<file path="src/rtl/fdc_rid_pkg.sv">
package fdc_rid_pkg;
  typedef enum logic [1:0] {
    RID_IDLE  = 2'd0,
    RID_HUNT  = 2'd1,
    RID_FIELD = 2'd2,
    RID_DONE  = 2'd3
  } rid_state_e;

  localparam int DIV_W = 4;

  // oscillator cycles per internal clock period for each rate code
  function automatic logic [DIV_W-1:0] rate_div(input logic [1:0] rate);
    case (rate)
      2'd0:    rate_div = 4'd6;
      2'd1:    rate_div = 4'd10;
      2'd2:    rate_div = 4'd12;
      default: rate_div = 4'd3;
    endcase
  endfunction
endpackage

</file>
<file path="src/rtl/rid_tick_gen.sv">
module rid_tick_gen
  import fdc_rid_pkg::*;
(
  input  logic       clk,
  input  logic       rst_n,
  input  logic [1:0] rate_sel,
  output logic       tick
);
  logic [DIV_W-1:0] cnt_q, cnt_d, lim;

  always_comb begin
    lim  = rate_div(rate_sel) - 4'd1;
    tick = (cnt_q >= lim);
    cnt_d = tick ? '0 : cnt_q + 4'd1;
  end

  always_ff @(posedge clk or negedge rst_n) begin
    if (!rst_n) cnt_q <= '0;
    else        cnt_q <= cnt_d;
  end
endmodule

</file>
<file path="src/rtl/rid_index_qual.sv">
module rid_index_qual #(
  parameter int QUAL_TICKS = 5
) (
  input  logic clk,
  input  logic rst_n,
  input  logic tick,
  input  logic index_raw,
  output logic idx_qual
);
  localparam int WW = $clog2(QUAL_TICKS + 1);
  localparam logic [WW-1:0] W_LAST = WW'(QUAL_TICKS - 1);
  localparam logic [WW-1:0] W_FULL = WW'(QUAL_TICKS);

  logic [1:0]    sync_q;
  logic [WW-1:0] wcnt_q, wcnt_d;
  logic          lvl;

  assign lvl = sync_q[1];

  always_comb begin
    wcnt_d = wcnt_q;
    if (!lvl)                         wcnt_d = '0;
    else if (tick && wcnt_q != W_FULL) wcnt_d = wcnt_q + 1'b1;
    idx_qual = lvl && tick && (wcnt_q == W_LAST);
  end

  always_ff @(posedge clk or negedge rst_n) begin
    if (!rst_n) begin
      sync_q <= '0;
      wcnt_q <= '0;
    end else begin
      sync_q <= {sync_q[0], index_raw};
      wcnt_q <= wcnt_d;
    end
  end
endmodule

</file>
<file path="src/rtl/fdc_readid_seq.sv">
module fdc_readid_seq
  import fdc_rid_pkg::*;
#(
  parameter int QUAL_TICKS     = 5,
  parameter int TIMEOUT_PULSES = 2
) (
  input  logic       clk,
  input  logic       rst_n,
  input  logic       cmd_start,
  input  logic [7:0] cmd_sel,
  input  logic [1:0] rate_sel,
  input  logic       index_raw,
  input  logic       id_mark,
  input  logic       id_strobe,
  input  logic [7:0] id_byte,
  output logic       busy,
  output logic       irq,
  output logic [7:0] st0,
  output logic [7:0] st1,
  output logic [7:0] res_cyl,
  output logic [7:0] res_head,
  output logic [7:0] res_sect,
  output logic [7:0] res_size
);
  localparam int ID_BYTES = 4;
  localparam int BW = $clog2(ID_BYTES);
  localparam int IW = $clog2(TIMEOUT_PULSES + 1);
  localparam logic [BW-1:0] B_LAST = BW'(ID_BYTES - 1);
  localparam logic [IW-1:0] I_LAST = IW'(TIMEOUT_PULSES - 1);

  logic tick, idx_qual;

  rid_tick_gen u_tick (
    .clk(clk), .rst_n(rst_n), .rate_sel(rate_sel), .tick(tick)
  );

  rid_index_qual #(.QUAL_TICKS(QUAL_TICKS)) u_qual (
    .clk(clk), .rst_n(rst_n), .tick(tick), .index_raw(index_raw), .idx_qual(idx_qual)
  );

  rid_state_e                 state_q, state_d;
  logic [1:0]                 drv_q, drv_d;
  logic                       hd_q, hd_d;
  logic [IW-1:0]              icnt_q, icnt_d;
  logic [BW-1:0]              bidx_q, bidx_d;
  logic [ID_BYTES-1:0][7:0]   id_q, id_d;
  logic [7:0]                 st0_q, st0_d, st1_q, st1_d;

  always_comb begin
    state_d = state_q;
    drv_d   = drv_q;
    hd_d    = hd_q;
    icnt_d  = icnt_q;
    bidx_d  = bidx_q;
    id_d    = id_q;
    st0_d   = st0_q;
    st1_d   = st1_q;
    case (state_q)
      RID_IDLE: begin
        if (cmd_start) begin
          state_d = RID_HUNT;
          drv_d   = cmd_sel[1:0];
          hd_d    = cmd_sel[2];
          icnt_d  = '0;
          bidx_d  = '0;
          id_d    = '0;
          st0_d   = '0;
          st1_d   = '0;
        end
      end
      RID_HUNT: begin
        // a mark in the same cycle as the expiring pulse wins
        if (id_mark) begin
          state_d = RID_FIELD;
        end else if (idx_qual) begin
          if (icnt_q == I_LAST) begin
            state_d = RID_DONE;
            st0_d   = {2'b01, 3'b000, hd_q, drv_q};
            st1_d   = 8'h01;
          end else begin
            icnt_d = icnt_q + 1'b1;
          end
        end
      end
      RID_FIELD: begin
        if (id_strobe) begin
          id_d[bidx_q] = id_byte;
          bidx_d       = bidx_q + 1'b1;
          if (bidx_q == B_LAST) begin
            state_d = RID_DONE;
            st0_d   = {2'b00, 3'b000, hd_q, drv_q};
            st1_d   = 8'h00;
          end
        end
      end
      default: state_d = RID_IDLE;
    endcase
  end

  always_ff @(posedge clk or negedge rst_n) begin
    if (!rst_n) begin
      state_q <= RID_IDLE;
      drv_q   <= '0;
      hd_q    <= 1'b0;
      icnt_q  <= '0;
      bidx_q  <= '0;
      id_q    <= '0;
      st0_q   <= '0;
      st1_q   <= '0;
    end else begin
      state_q <= state_d;
      drv_q   <= drv_d;
      hd_q    <= hd_d;
      icnt_q  <= icnt_d;
      bidx_q  <= bidx_d;
      id_q    <= id_d;
      st0_q   <= st0_d;
      st1_q   <= st1_d;
    end
  end

  assign busy     = (state_q == RID_HUNT) || (state_q == RID_FIELD);
  assign irq      = (state_q == RID_DONE);
  assign st0      = st0_q;
  assign st1      = st1_q;
  assign res_cyl  = id_q[0];
  assign res_head = id_q[1];
  assign res_sect = id_q[2];
  assign res_size = id_q[3];
endmodule

</file>
<file path="config.mk">
export PLATFORM = sky130hd
export DESIGN_NAME = fdc_readid_seq
export DESIGN_NICKNAME = d
export VERILOG_FILES = /design/src/rtl/fdc_rid_pkg.sv /design/src/rtl/rid_tick_gen.sv /design/src/rtl/rid_index_qual.sv /design/src/rtl/fdc_readid_seq.sv
export SDC_FILE = /design/constraint.sdc
export NUM_CORES = 1
export LEC_CHECK = 0
export BUFFER_PORTS_ARGS = -buffer_cell sky130_fd_sc_hd__buf_2
export CORE_MARGIN = 2
export CORE_UTILIZATION = 25
export CTS_BUF_LIST = sky130_fd_sc_hd__clkbuf_16
export DETAILED_ROUTE_END_ITERATION = 10
export MAX_ROUTING_LAYER = met4
export PLACE_DENSITY = 0.45
export SLEW_MARGIN = 20
export SYNTH_ARGS = -nofsm -noshare
export SYNTH_HDL_FRONTEND = slang
export SYNTH_SLANG_ARGS = --single-unit
export TNS_END_PERCENT = 10
</file>
<file path="constraint.sdc">
create_clock -name clk -period 6.82 [get_ports clk]
set_clock_uncertainty 0.2 [all_clocks]
set_input_delay 0.341 -clock clk [delete_from_list [all_inputs] [get_ports clk]]
set_output_delay 0.341 -clock clk [all_outputs]
set_load 0.02 [all_outputs]
</file>
==> impl_summary.log, run 1 <==
INFO  metric status = finished, violations left
INFO  metric violations = hold timing
INFO  metric totalNegativeSetupSlack = 0 ns
INFO  metric area_growth = 21.50%
INFO  metric worst_setup_path_end_kind = register
INFO  metric synth.most_common_cell = sky130_fd_sc_hd__dfrtp_1
INFO  metric post_cts_clock_slew_at_the_launch_and_capture_registers_of_the_worst_setup_and_hold_paths = approximately 0.07 ns
INFO  metric number_of_diodes = 0
INFO  metric ff_latch_area = roughly 1400 sq um
INFO  metric setup_repair_after_global_routing_missed_its_margin = false
INFO  metric globalRoute.busiestLayer = met2
INFO  metric min-delay-path-class = input pin to asynchronous set/reset pin
INFO  metric final_routed_wirelength_across_all_metal_layers = around 6 mm
INFO  metric synth_edf_count = 0
INFO  metric power.clock.fraction = 0.215
INFO  metric number_of_global_route_vias_before_repair = roughly 1900
INFO  metric grt_antenna_before_repair = 0
INFO  metric ys_seq_area_frac = 0.5138
INFO  metric cts_inserted_buffers = 5
INFO  metric switching_share = 0.4035
INFO  metric wire_length_of_the_first_global_routing_pass = 9.680 mm
INFO  metric instances_no_fill = 415
INFO  metric cp_slowest_cell = sky130_fd_sc_hd__a2111oi_4
INFO  metric yosysUniqueCellTypes = 44
INFO  metric drc_errors = 0
INFO  metric grt_use_total = 0.1134
INFO  metric yosys-top-cells-count = 54 x sky130_fd_sc_hd__dfrtp_1, 33 x sky130_fd_sc_hd__a22o_1, 19 x sky130_fd_sc_hd__ha_1, 16 x sky130_fd_sc_hd__inv_1, 13 x sky130_fd_sc_hd__nand2_1
INFO  metric grtUsageMet2 = 0.1688
INFO  metric first_iter_violations = 66
INFO  metric detail-route-antenna-nets = 0
INFO  metric final_hpwl_dp = 4.169 mm
INFO  metric detailroute.via_count = approximately 1800
INFO  metric fin_hold_ws = -0.03407 ns
INFO  metric core.rowCount = 37
INFO  metric cp-start-kind = register
INFO  metric die_area = around 11000 sq um
INFO  metric timing.critical_path.cells = inv_1, ha_1, nand2b_4, a2111oi_4, nor4b_1, o21bai_1, mux2_2
INFO  metric max_cap_violations = 0
INFO  metric cts_num_sinks = 54
INFO  metric ctsHtreeMaxLevel = 2
INFO  metric layout-drive-gt1-share = 0.2796
INFO  metric period_minus_slack = between 2 and 2.5 ns
INFO  metric synthDominantAreaCellType = sky130_fd_sc_hd__dfrtp_1
INFO  metric pre_repair_dr_iteration_count = 6
INFO  metric dpl.cell_count = slightly above 400
INFO  metric cell_count_after_synthesis = 221
INFO  metric mean_routed_wirelength_per_cell = 14.39 um
INFO  metric power.combinational.fraction = 0.445
INFO  metric maxSlewViolCount = 0
INFO  metric floorplan.core_area = 10280 sq um
INFO  metric grt_use_met1 = 0.1523
INFO  metric timing.max_slew.rel_slack = 0.5232
INFO  metric timing.critical_path.fanout_max = 4
INFO  metric post_synth_instance_area = 2630 sq um
INFO  metric design.final.nets = between 300 and 400
INFO  metric multi_input_comb_area = ~1100 sq um
INFO  metric achievable-frequency = 415.6 MHz
INFO  metric power.density = around 430 nW/um^2
INFO  metric grt.overflow.total = 0
INFO  metric vdd_drop_max = about 0.11 mV
INFO  metric dominantRegCellSynth = sky130_fd_sc_hd__dfrtp_1
INFO  metric worstSetupPathType = register to register
INFO  metric final_hold_viol_count = 36
INFO  metric met3_usage = 0.02146
INFO  metric total_switching_power = approximately 0.56 mW
INFO  metric total_power = 1.386 mW
INFO  metric timing.critical_path.slowest_cell_delay = roughly 0.48 ns
INFO  metric seqPwrFrac = 0.340
INFO  metric yosys_warnings = 0
INFO  metric post-cts-setup-buffers = 0
INFO  metric routed_via_density = approximately 4.4
INFO  metric finalCritPeriodShare = 0.3528
INFO  metric tightestPinTransition = between 0.7 and 0.8 ns
INFO  metric intPower = ~0.83 mW
INFO  metric tritoncts = built
INFO  metric asyncSetResetFlopFracSynth = 1.000
INFO  metric arrival = around 2.4 ns
INFO  metric timing.final.setup_violations = 0
INFO  metric die_w = around 110 um
INFO  metric finalWeightedCongestion = around 0.7
INFO  metric port_buffers = 57
INFO  metric die_y = between 100 and 150 um
INFO  metric synthDominantCellAreaShare = 0.5138
INFO  metric clk_root_buffer_cell = sky130_fd_sc_hd__clkbuf_16
INFO  metric synth-seq-cells = 54
INFO  metric cp.required = between 6 and 7 ns
INFO  metric p_leak = 1.654 nW
INFO  metric nFillCells = ~1100
INFO  metric io_pins = 74
INFO  metric initial_utilization = 0.2559
INFO  metric maximum_number_of_pins_on_one_net_before_global_route_repair = 55
INFO  metric worstSkewPairLatency = between 0.2 and 0.3 ns
INFO  metric buffers_from_clock_root_to_sink_at_most = 2
INFO  metric post_synth.cell_area_avg = about 12 sq um
INFO  metric synth_area_leaders = sky130_fd_sc_hd__dfrtp_1 51%, sky130_fd_sc_hd__a22o_1 11%, sky130_fd_sc_hd__ha_1 9.0%
==> registers in the layout (all words and copies together) (netlist names) <==
name	cells
st1	1
res_head	8
res_size	8
res_sect	8
u_qual.wcnt_q	3
icnt_q	2
hd_q	1
res_cyl	8
st0	3
bidx_q	2
u_qual.sync_q	2
u_tick.cnt_q	4
state_q	2
drv_q	2
==> worst max-delay path, delay by kind of cell, from the launching register on <==
kind            cells  cell delay (ns)
simple gates        2             0.27
mux                 1             0.36
fa+ha+maj           1             0.28
flops               1             0.40
buf+inv             1             0.06
compound gates      2             0.71
==> worst paths after layout <==
| path | start | endpoint | slack, ns | depth (start not counted) |
|---|---|---|---|---|
| worst max-delay path | u_tick.cnt_q[0]$_DFF_PN0_ | state_q[0]$_DFFE_PN0P_ | 4.41 | 7 |
| worst min-delay path | rst_n | u_qual.wcnt_q[0]$_DFFE_PN0P_ | -0.03 | 2 |
| worst max register to register | u_tick.cnt_q[0]$_DFF_PN0_ | state_q[0]$_DFFE_PN0P_ | 4.41 | 7 |
| worst min register to register | u_qual.sync_q[0]$_DFF_PN0_ | u_qual.sync_q[1]$_DFF_PN0_ | 0.15 | 0 |
| max in group asynchronous | rst_n | res_sect[6]$_DFFE_PN0P_ | 5.96 | 2 |
| min in group clk | cmd_sel[2] | hd_q$_DFFE_PN0P_ | 0.08 | 2 |
==> power groups by stage <==
| stage | combinational [mW] | sequential [mW] | clock [mW] |
|---|---|---|---|
| floorplan | 0.393 | 0.531 | 0 |
| global placement | 0.616 | 0.478 | 0 |
| detailed placement | 0.623 | 0.479 | 0 |
| CTS | 0.626 | 0.473 | 0.310 |
| global route | 0.685 | 0.485 | 0.319 |
| finish | 0.616 | 0.471 | 0.298 |
==> routing by layer <==
metal,vias to the layer above,share of wire
met5,-,0
met4,0,0.011
met3,4,0.038
met2,42,0.47
met1,903,0.48
li1,872,-
==> timing repair <==
| action | CTS | global route |
|---|---|---|
| endpoints found under the setup margin | 0 | 0 |
| hold buffers | 1 | 0 |
| gates resized for setup | 0 | 0 |
| hold endpoints to repair | 1 | 0 |
==> cell usage in the layout, fill, tap and decap left out, drive strengths merged, types with 3 or more instances in the layout <==
master  instances
ha             19
nand2          13
buf            58
inv            17
nor2           10
o211ai          3
mux2i           4
and2            5
conb           11
a22o           33
a21o            3
nand3           3
dfrtp          54
clkbuf          5
mux2            5
nand2b          4
a21oi           3
==> area by class of cell <==
cell class	count	area share
clock buffers	5	0.03915
clock inverters	3	0.01488
inverters	16	0.01879
multi-input cells	142	0.3563
flip-flops and latches	54	0.4229
well taps	136	0.05325
repair buffers	59	0.09475
==> kinds of logic after synthesis <==
group                    Yosys count  share of synthesized area
adder cells (fa/ha/maj)           19                    0.09039
AO/OA/AOI/OAI                     53                     0.1760
XOR/XNOR                           3                   0.009992
multiplexers                       9                    0.03663
AND/OR/NAND/NOR                   47                     0.1042
buffers and inverters             35                    0.06755
flip-flops                        54                     0.5138
other                              1                   0.001426
==> through the flow <==
| stage | hold WS (ns) | utilization | cell area, sq um | setup WS [ns] |
|---|---|---|---|---|
| finish | -0.03407 | 0.3109 | 3196 | 4.414 |
| global route | 0.04357 | 0.3109 | 3196 | 4.249 |
| CTS | 0.01210 | 0.3109 | 3196 | 4.396 |
| detailed placement | 0.1378 | 0.2932 | 3013 | 4.232 |
| global placement | 0.1364 | 0.2932 | 3013 | 4.264 |
| floorplan | -0.1546 | - | 2668 | 4.531 |
No activity file was read; power rests on OpenSTA's default activity.
==> run 2: changes to the inputs <==
clock period = 2.25 ns   (was 6.82 ns; I/O delays follow)
==> run 2 against run 1 <==
Compared with the run above: non-clock buffer count up 22; critical path depth grew 1; global-route usage rose by 0.40 points; the run now ends clean; sequential share of layout area fell by 2.4 points; sequential cell count unchanged; cell area rose by 6.1%; first-iteration DRC count grew 36%; fmax increased by 12%; count of clock-buffer cells in the layout is the same; sequential power grew to 3.0 times the previous value; clock power grew to 2.7 times the previous value.
==> impl_summary.log, run 2 (same netlist as run 1, synthesis figures left out) <==
INFO  metric worstSkewPairLatency = between 0.2 and 0.3 ns
INFO  metric final_routed_wirelength_across_all_metal_layers = between 6 and 7 mm
INFO  metric timing.critical_path.fanout_max = 4
INFO  metric die_y = between 100 and 150 um
INFO  metric clk_root_buffer_cell = sky130_fd_sc_hd__clkbuf_16
INFO  metric switching_share = 0.4101
INFO  metric floorplan.core_area = ~10000 sq um
INFO  metric drc_errors = 0
INFO  metric reg2reg_from = u_tick.cnt_q[0]$_DFF_PN0_
INFO  metric cp.required = 2.23 ns
INFO  metric grt_use_met1 = 0.1650
INFO  metric cp-start-kind = register
INFO  metric cts_num_sinks = between 50 and 60
INFO  metric max_cap_violations = 0
INFO  metric buffers_from_clock_root_to_sink_at_most = 2
INFO  metric final_hpwl_dp = 4.424 mm
INFO  metric tritoncts = built
INFO  metric min_delay_src = id_mark
INFO  metric globalRoute.busiestLayer = met2
INFO  metric timing.rr.end = icnt_q[0]$_DFFE_PN0P_
INFO  metric grt.overflow.total = 0
INFO  metric routed_via_density = ~4.3
INFO  metric hold_end = icnt_q[1]$_DFFE_PN0P_
INFO  metric grt_antenna_before_repair = 0
INFO  metric finalWeightedCongestion = between 0.7 and 0.8
INFO  metric ff2ff_path_depth = 8
INFO  metric total_power = approximately 4.3 mW
INFO  metric detail-route-antenna-nets = 0
INFO  metric ctsHtreeMaxLevel = 2
INFO  metric port_buffers = between 50 and 60
INFO  metric period_minus_slack = around 2.2 ns
INFO  metric timing.critical_path.slowest_cell_delay = 0.37 ns
INFO  metric die_w = approximately 110 um
INFO  metric arrival = 2.14 ns
INFO  metric min_path_cells = 3
INFO  metric cp_slowest_cell = sky130_fd_sc_hd__a2111oi_4
INFO  metric finalCritPeriodShare = 0.9579
INFO  metric power.combinational.fraction = 0.471
INFO  metric area_growth = 28.92%
INFO  metric timing.final.setup_violations = 0
INFO  metric intPower = around 2.5 mW
INFO  metric most_used_cells_in_the_layout_excluding_fill_and_tap_cells = 57 x sky130_fd_sc_hd__buf_2, 54 x sky130_fd_sc_hd__dfrtp_1, 33 x sky130_fd_sc_hd__a22o_1
INFO  metric grt_use_total = 0.1174
INFO  metric layout-drive-gt1-share = 0.2924
INFO  metric min-delay-path-class = input pin to register
INFO  metric final_hold_viol_count = 0
INFO  metric post_cts_clock_slew_at_the_launch_and_capture_registers_of_the_worst_setup_and_hold_paths = about 0.07 ns
INFO  metric setup_repair_after_global_routing_missed_its_margin = true
INFO  metric post-cts-setup-buffers = 0
INFO  metric status = finished clean
INFO  metric first_iter_violations = 90
INFO  metric number_of_diodes = 0
INFO  metric worstSetupPathType = register to register
INFO  metric wire_length_of_the_first_global_routing_pass = approximately 10 mm
INFO  metric critical_path_buffers_and_inverters = 2
INFO  metric mean_routed_wirelength_per_cell = 14.06 um
INFO  metric p_leak = about 1.8 nW
INFO  metric initial_utilization = 0.2559
INFO  metric worst_setup_path_end_kind = register
INFO  metric crit_family = compound AO/OA/AOI/OAI gates
INFO  metric core.rowCount = 37
INFO  metric met3_usage = 0.02146
INFO  metric cts_inserted_buffers = 5
INFO  metric setup.reg_to_reg.worst_slack = roughly 0.095 ns
INFO  metric power.clock.fraction = 0.192
INFO  metric timing.critical_path.cells = inv_1, ha_1, nand2b_4, a2111oi_4, buf_4, nor4_2, and4bb_1, a211o_1
INFO  metric maxSlewViolCount = 0
INFO  metric io_pins = between 70 and 80
INFO  metric vdd_drop_max = roughly 0.41 mV
INFO  metric seqPwrFrac = 0.337
INFO  metric maximum_number_of_pins_on_one_net_before_global_route_repair = 24
INFO  metric power.density = 1254 nW/um^2
INFO  metric design.final.nets = 343
INFO  metric final_common_cell = sky130_fd_sc_hd__buf_2
INFO  metric grtUsageMet2 = 0.1706
INFO  metric detailroute.via_count = ~1900
INFO  metric number_of_global_route_vias_before_repair = 1829
INFO  metric achievable-frequency = 464.0 MHz
INFO  metric total_switching_power = ~1.7 mW
INFO  metric pre_repair_dr_iteration_count = 4
INFO  metric die_area = 11360 sq um
INFO  metric totalNegativeSetupSlack = 0 ns
run 2: per-layer routing:
layer,share of wire,routed length (um),vias to the layer above
li1,-,-,919
met5,0,0,-
met3,0.033,203,4
met1,0.48,2971,929
met4,0.011,69,0
met2,0.47,2901,36
run 2: power groups by stage:
stage,Combinational [mW],Sequential (mW),Clock [mW]
finish,2.00,1.43,0.816
global route,2.24,1.47,0.888
CTS,2.01,1.43,0.840
detailed placement,1.99,1.45,0
global placement,1.96,1.44,0
floorplan,1.19,1.61,0
run 2: layout make-up:
type | instances | area, sq um
fill | 1064 | 6887
timing repair buffer | 81 | 503.0
multi-input combinational | 142 | 1152
clock buffer | 5 | 125.1
clock inverter | 3 | 28.78
inverter | 16 | 60.06
sequential | 54 | 1351
tap | 136 | 170.2
run 2: worst max-delay path by stage:
stage,depth (start not counted),startpoint,slack (ns),end
6_report,8,u_tick.cnt_q[0]$_DFF_PN0_,0.09,icnt_q[0]$_DFFE_PN0P_
5_1_grt,8,u_tick.cnt_q[0]$_DFF_PN0_,-0.03,icnt_q[0]$_DFFE_PN0P_
4_1_cts,7,u_tick.cnt_q[0]$_DFF_PN0_,0.01,state_q[0]$_DFFE_PN0P_
3_5_place_dp,9,rate_sel[0],0.01,state_q[0]$_DFFE_PN0P_
3_3_place_gp,9,rate_sel[0],0.04,state_q[1]$_DFFE_PN0P_
2_1_floorplan,7,u_tick.cnt_q[0]$_DFF_PN0_,0.05,state_q[0]$_DFFE_PN0P_
run 2: worst min-delay path, cell delays in order:
cell and delay, ns:
sky130_fd_sc_hd__buf_2 0.11, sky130_fd_sc_hd__nor4_2 0.06, sky130_fd_sc_hd__o211ai_1 0.17
run 2: what timing repair did:
action / CTS / global route
hold buffers: 15 / 0
gates resized for setup: 0 / 3
endpoints found under the setup margin: 0 / 7
hold endpoints to repair: 62 / 0
run 2: per-stage QoR:
step / util / cell area, sq um / setup slack, ns / hold slack (ns) / cells
2_1_floorplan: - / 2668 / 0.04844 / -0.3831 / 231
3_3_place_gp: 0.2990 / 3073 / 0.03604 / -0.1006 / 414
3_5_place_dp: 0.2990 / 3073 / 0.01394 / -0.1063 / 414
4_1_cts: 0.3286 / 3377 / 0.01289 / 0.01622 / 437
5_1_grt: 0.3299 / 3391 / -0.03003 / 0.02066 / 437
6_report: 0.3299 / 3391 / 0.09471 / 0.002818 / 437
==> run 3: changes to the inputs <==
--- a/config.mk
+++ b/config.mk
@@ -8,9 +8,9 @@
 export BUFFER_PORTS_ARGS = -buffer_cell sky130_fd_sc_hd__buf_2
 export CORE_MARGIN = 2
-export CORE_UTILIZATION = 25
+export CORE_UTILIZATION = 52
 export CTS_BUF_LIST = sky130_fd_sc_hd__clkbuf_16
 export DETAILED_ROUTE_END_ITERATION = 10
 export MAX_ROUTING_LAYER = met4
-export PLACE_DENSITY = 0.45
+export PLACE_DENSITY = 0.81
 export SLEW_MARGIN = 20
 export SYNTH_ARGS = -nofsm -noshare
--- a/constraint.sdc
+++ b/constraint.sdc
@@ -3,3 +3,3 @@
 set_input_delay 0.1125 -clock clk [delete_from_list [all_inputs] [get_ports clk]]
 set_output_delay 0.1125 -clock clk [all_outputs]
-set_load 0.02 [all_outputs]
+set_load 0.1 [all_outputs]
==> run 3 against run 2 <==
Compared with the run above: cell area fell by 3.4%; sequential cell count did not move; critical path depth did not move.
==> impl_summary.log, run 3 (same netlist as run 1, synthesis figures left out) <==
INFO  metric maximum_number_of_pins_on_one_net_before_global_route_repair = 27
INFO  metric design.final.nets = 340
INFO  metric final_hold_viol_count = 0
INFO  metric grt_antenna_before_repair = 0
INFO  metric detailroute.via_count = 1933
INFO  metric cts_inserted_buffers = 5
INFO  metric final_area = 3274 sq um
INFO  metric final_common_cell = sky130_fd_sc_hd__buf_2
INFO  metric totalNegativeSetupSlack = 0 ns
INFO  metric final_hpwl_dp = a little under 4 mm
INFO  metric final_routed_wirelength_across_all_metal_layers = about 5.4 mm
INFO  metric mean_routed_wirelength_per_cell = between 10 and 15 um
INFO  metric nFillCells = ~370
INFO  metric status = finished clean
INFO  metric clk_root_buffer_cell = sky130_fd_sc_hd__clkbuf_16
INFO  metric timing.rr.end = state_q[0]$_DFFE_PN0P_
INFO  metric most_used_cells_in_the_layout_excluding_fill_and_tap_cells = 57 x sky130_fd_sc_hd__buf_2, 54 x sky130_fd_sc_hd__dfrtp_1, 33 x sky130_fd_sc_hd__a22o_1
INFO  metric worstSkewPairLatency = 0.30 ns
INFO  metric ff2ff_path_depth = 8
INFO  metric core.rowCount = 25
INFO  metric worst_setup_path_end_kind = register
INFO  metric setup.reg_to_reg.worst_slack = ~0.065 ns
INFO  metric worstSetupStartpoint = u_tick.cnt_q[0]$_DFF_PN0_
INFO  metric cp.required = ~2.2 ns
INFO  metric setup_repair_after_global_routing_missed_its_margin = true
INFO  metric worst_setup_path_endpoint = state_q[0]$_DFFE_PN0P_
INFO  metric finalWeightedCongestion = 0.7591
INFO  metric initial_utilization = 0.5495
INFO  metric reg2reg_from = u_tick.cnt_q[0]$_DFF_PN0_
INFO  metric min-delay-path-class = input pin to register
INFO  metric ctsHtreeMaxLevel = 2
INFO  metric period_minus_slack = between 2 and 2.5 ns
INFO  metric layout-drive-gt1-share = 0.2852
INFO  metric timing.final.setup_violations = 0
INFO  metric tightestPinTransition = a little under 0.6 ns
INFO  metric max_cap_violations = 0
INFO  metric post_cts_clock_slew_at_the_launch_and_capture_registers_of_the_worst_setup_and_hold_paths = approximately 0.070 ns
INFO  metric detail-route-antenna-nets = 0
INFO  metric timing.max_slew.rel_slack = 0.6081
INFO  metric timing.critical_path.fanout_max = 2
INFO  metric floorplan.core_area = approximately 4800 sq um
INFO  metric tritoncts = built
INFO  metric io_pins = 74
INFO  metric buffers_from_clock_root_to_sink_at_most = 2
INFO  metric drc_errors = 0
INFO  metric maxSlewViolCount = 0
INFO  metric number_of_diodes = 0
INFO  metric port_buffers = 57
INFO  metric first_iter_violations = 85
INFO  metric detailed_place.area = 2957 sq um
INFO  metric number_of_global_route_vias_before_repair = between 1500 and 2000
INFO  metric die_area = approximately 5600 sq um
INFO  metric die_y = 75.12 um
INFO  metric grt.overflow.total = 0
INFO  metric cp-start-kind = register
INFO  metric cts_num_sinks = 54
INFO  metric die_w = 75.12 um
INFO  metric pre_repair_dr_iteration_count = 4
INFO  metric achievable-frequency = approximately 460 MHz
INFO  metric arrival = approximately 2.2 ns
INFO  metric area_growth = 24.50%
INFO  metric worstSetupPathType = register to register
INFO  metric wire_length_of_the_first_global_routing_pass = between 8 and 9 mm
INFO  metric finalCritPeriodShare = 0.9710
INFO  metric grt_use_total = 0.2117
INFO  metric routed_via_density = 5.296
-- run 3: cell types whose count changed in the layout (fill, tap and decap cells not counted), sizes merged --
cell / delta
clkinv: -1
buf: -3
inv: +1
-- run 3: what timing repair did --
| item | 4_1_cts | 5_1_grt |
|---|---|---|
| resized for setup | 1 | 2 |
| endpoints found under the hold margin | 61 | 0 |
| buffers inserted | 0 | 1 |
| setup endpoints to repair | 2 | 2 |
| pin swaps | 2 | 1 |
| hold buffers | 15 | 0 |
| gates cloned | 0 | 0 |
-- run 3: worst max-delay path, stage by stage, from the launching register on --
cell and delay [ns]:
sky130_fd_sc_hd__dfrtp_1 0.34, sky130_fd_sc_hd__inv_1 0.05, sky130_fd_sc_hd__ha_1 0.28, sky130_fd_sc_hd__nand2b_4 0.15, sky130_fd_sc_hd__a2111oi_4 0.33, sky130_fd_sc_hd__nor4b_1 0.11
sky130_fd_sc_hd__o21bai_1 0.14, sky130_fd_sc_hd__buf_4 0.15, sky130_fd_sc_hd__mux2_2 0.33
-- run 3: worst min-delay path by stage --
stage          cells past startpoint               endpoint  slack (ns)     from
6_report                           3  icnt_q[1]$_DFFE_PN0P_        0.01  id_mark
5_1_grt                            3  icnt_q[1]$_DFFE_PN0P_        0.04  id_mark
4_1_cts                            3  icnt_q[1]$_DFFE_PN0P_        0.02  id_mark
3_5_place_dp                       1   drv_q[1]$_DFFE_PN0P_       -0.06    rst_n
3_3_place_gp                       1   drv_q[1]$_DFFE_PN0P_       -0.06    rst_n
2_1_floorplan                      0  bidx_q[0]$_DFFE_PN0P_       -0.38    rst_n
-- run 3: per-layer routing --
layer	part of all wire	vias up	GRT usage
li1	-	909	-
met1	0.44	963	0.2853
met2	0.48	54	0.3138
met3	0.053	7	0.04819
met4	0.019	0	0.07937
met5	0	-	-
-- run 3: final cells by class --
cell class	instances	area, sq um	area share
Multi-Input combinational cell	142	1147	0.3504
Tap cell	67	83.83	0.02560
Clock buffer	5	125.1	0.03821
Sequential cell	54	1351	0.4127
Clock inverter	3	26.28	0.008024
Inverter	16	60.06	0.01834
Timing Repair Buffer	78	480.5	0.1467
-- run 3: through the flow --
step	utilization	worst slack (ns)	hold WS [ns]	cells
3_5_place_dp	0.6178	0.0008127	-0.05700	341
5_1_grt	0.6842	-0.01377	0.03543	365
4_1_cts	0.6813	0.01011	0.01525	364
6_report	0.6842	0.06516	0.01278	365
3_3_place_gp	0.6178	0.05780	-0.06035	341
2_1_floorplan	-	0.04762	-0.3831	231
Power of run 3 is not shown: default switching activity piles up to over one toggle a cycle in this logic, so the estimate is an artifact.
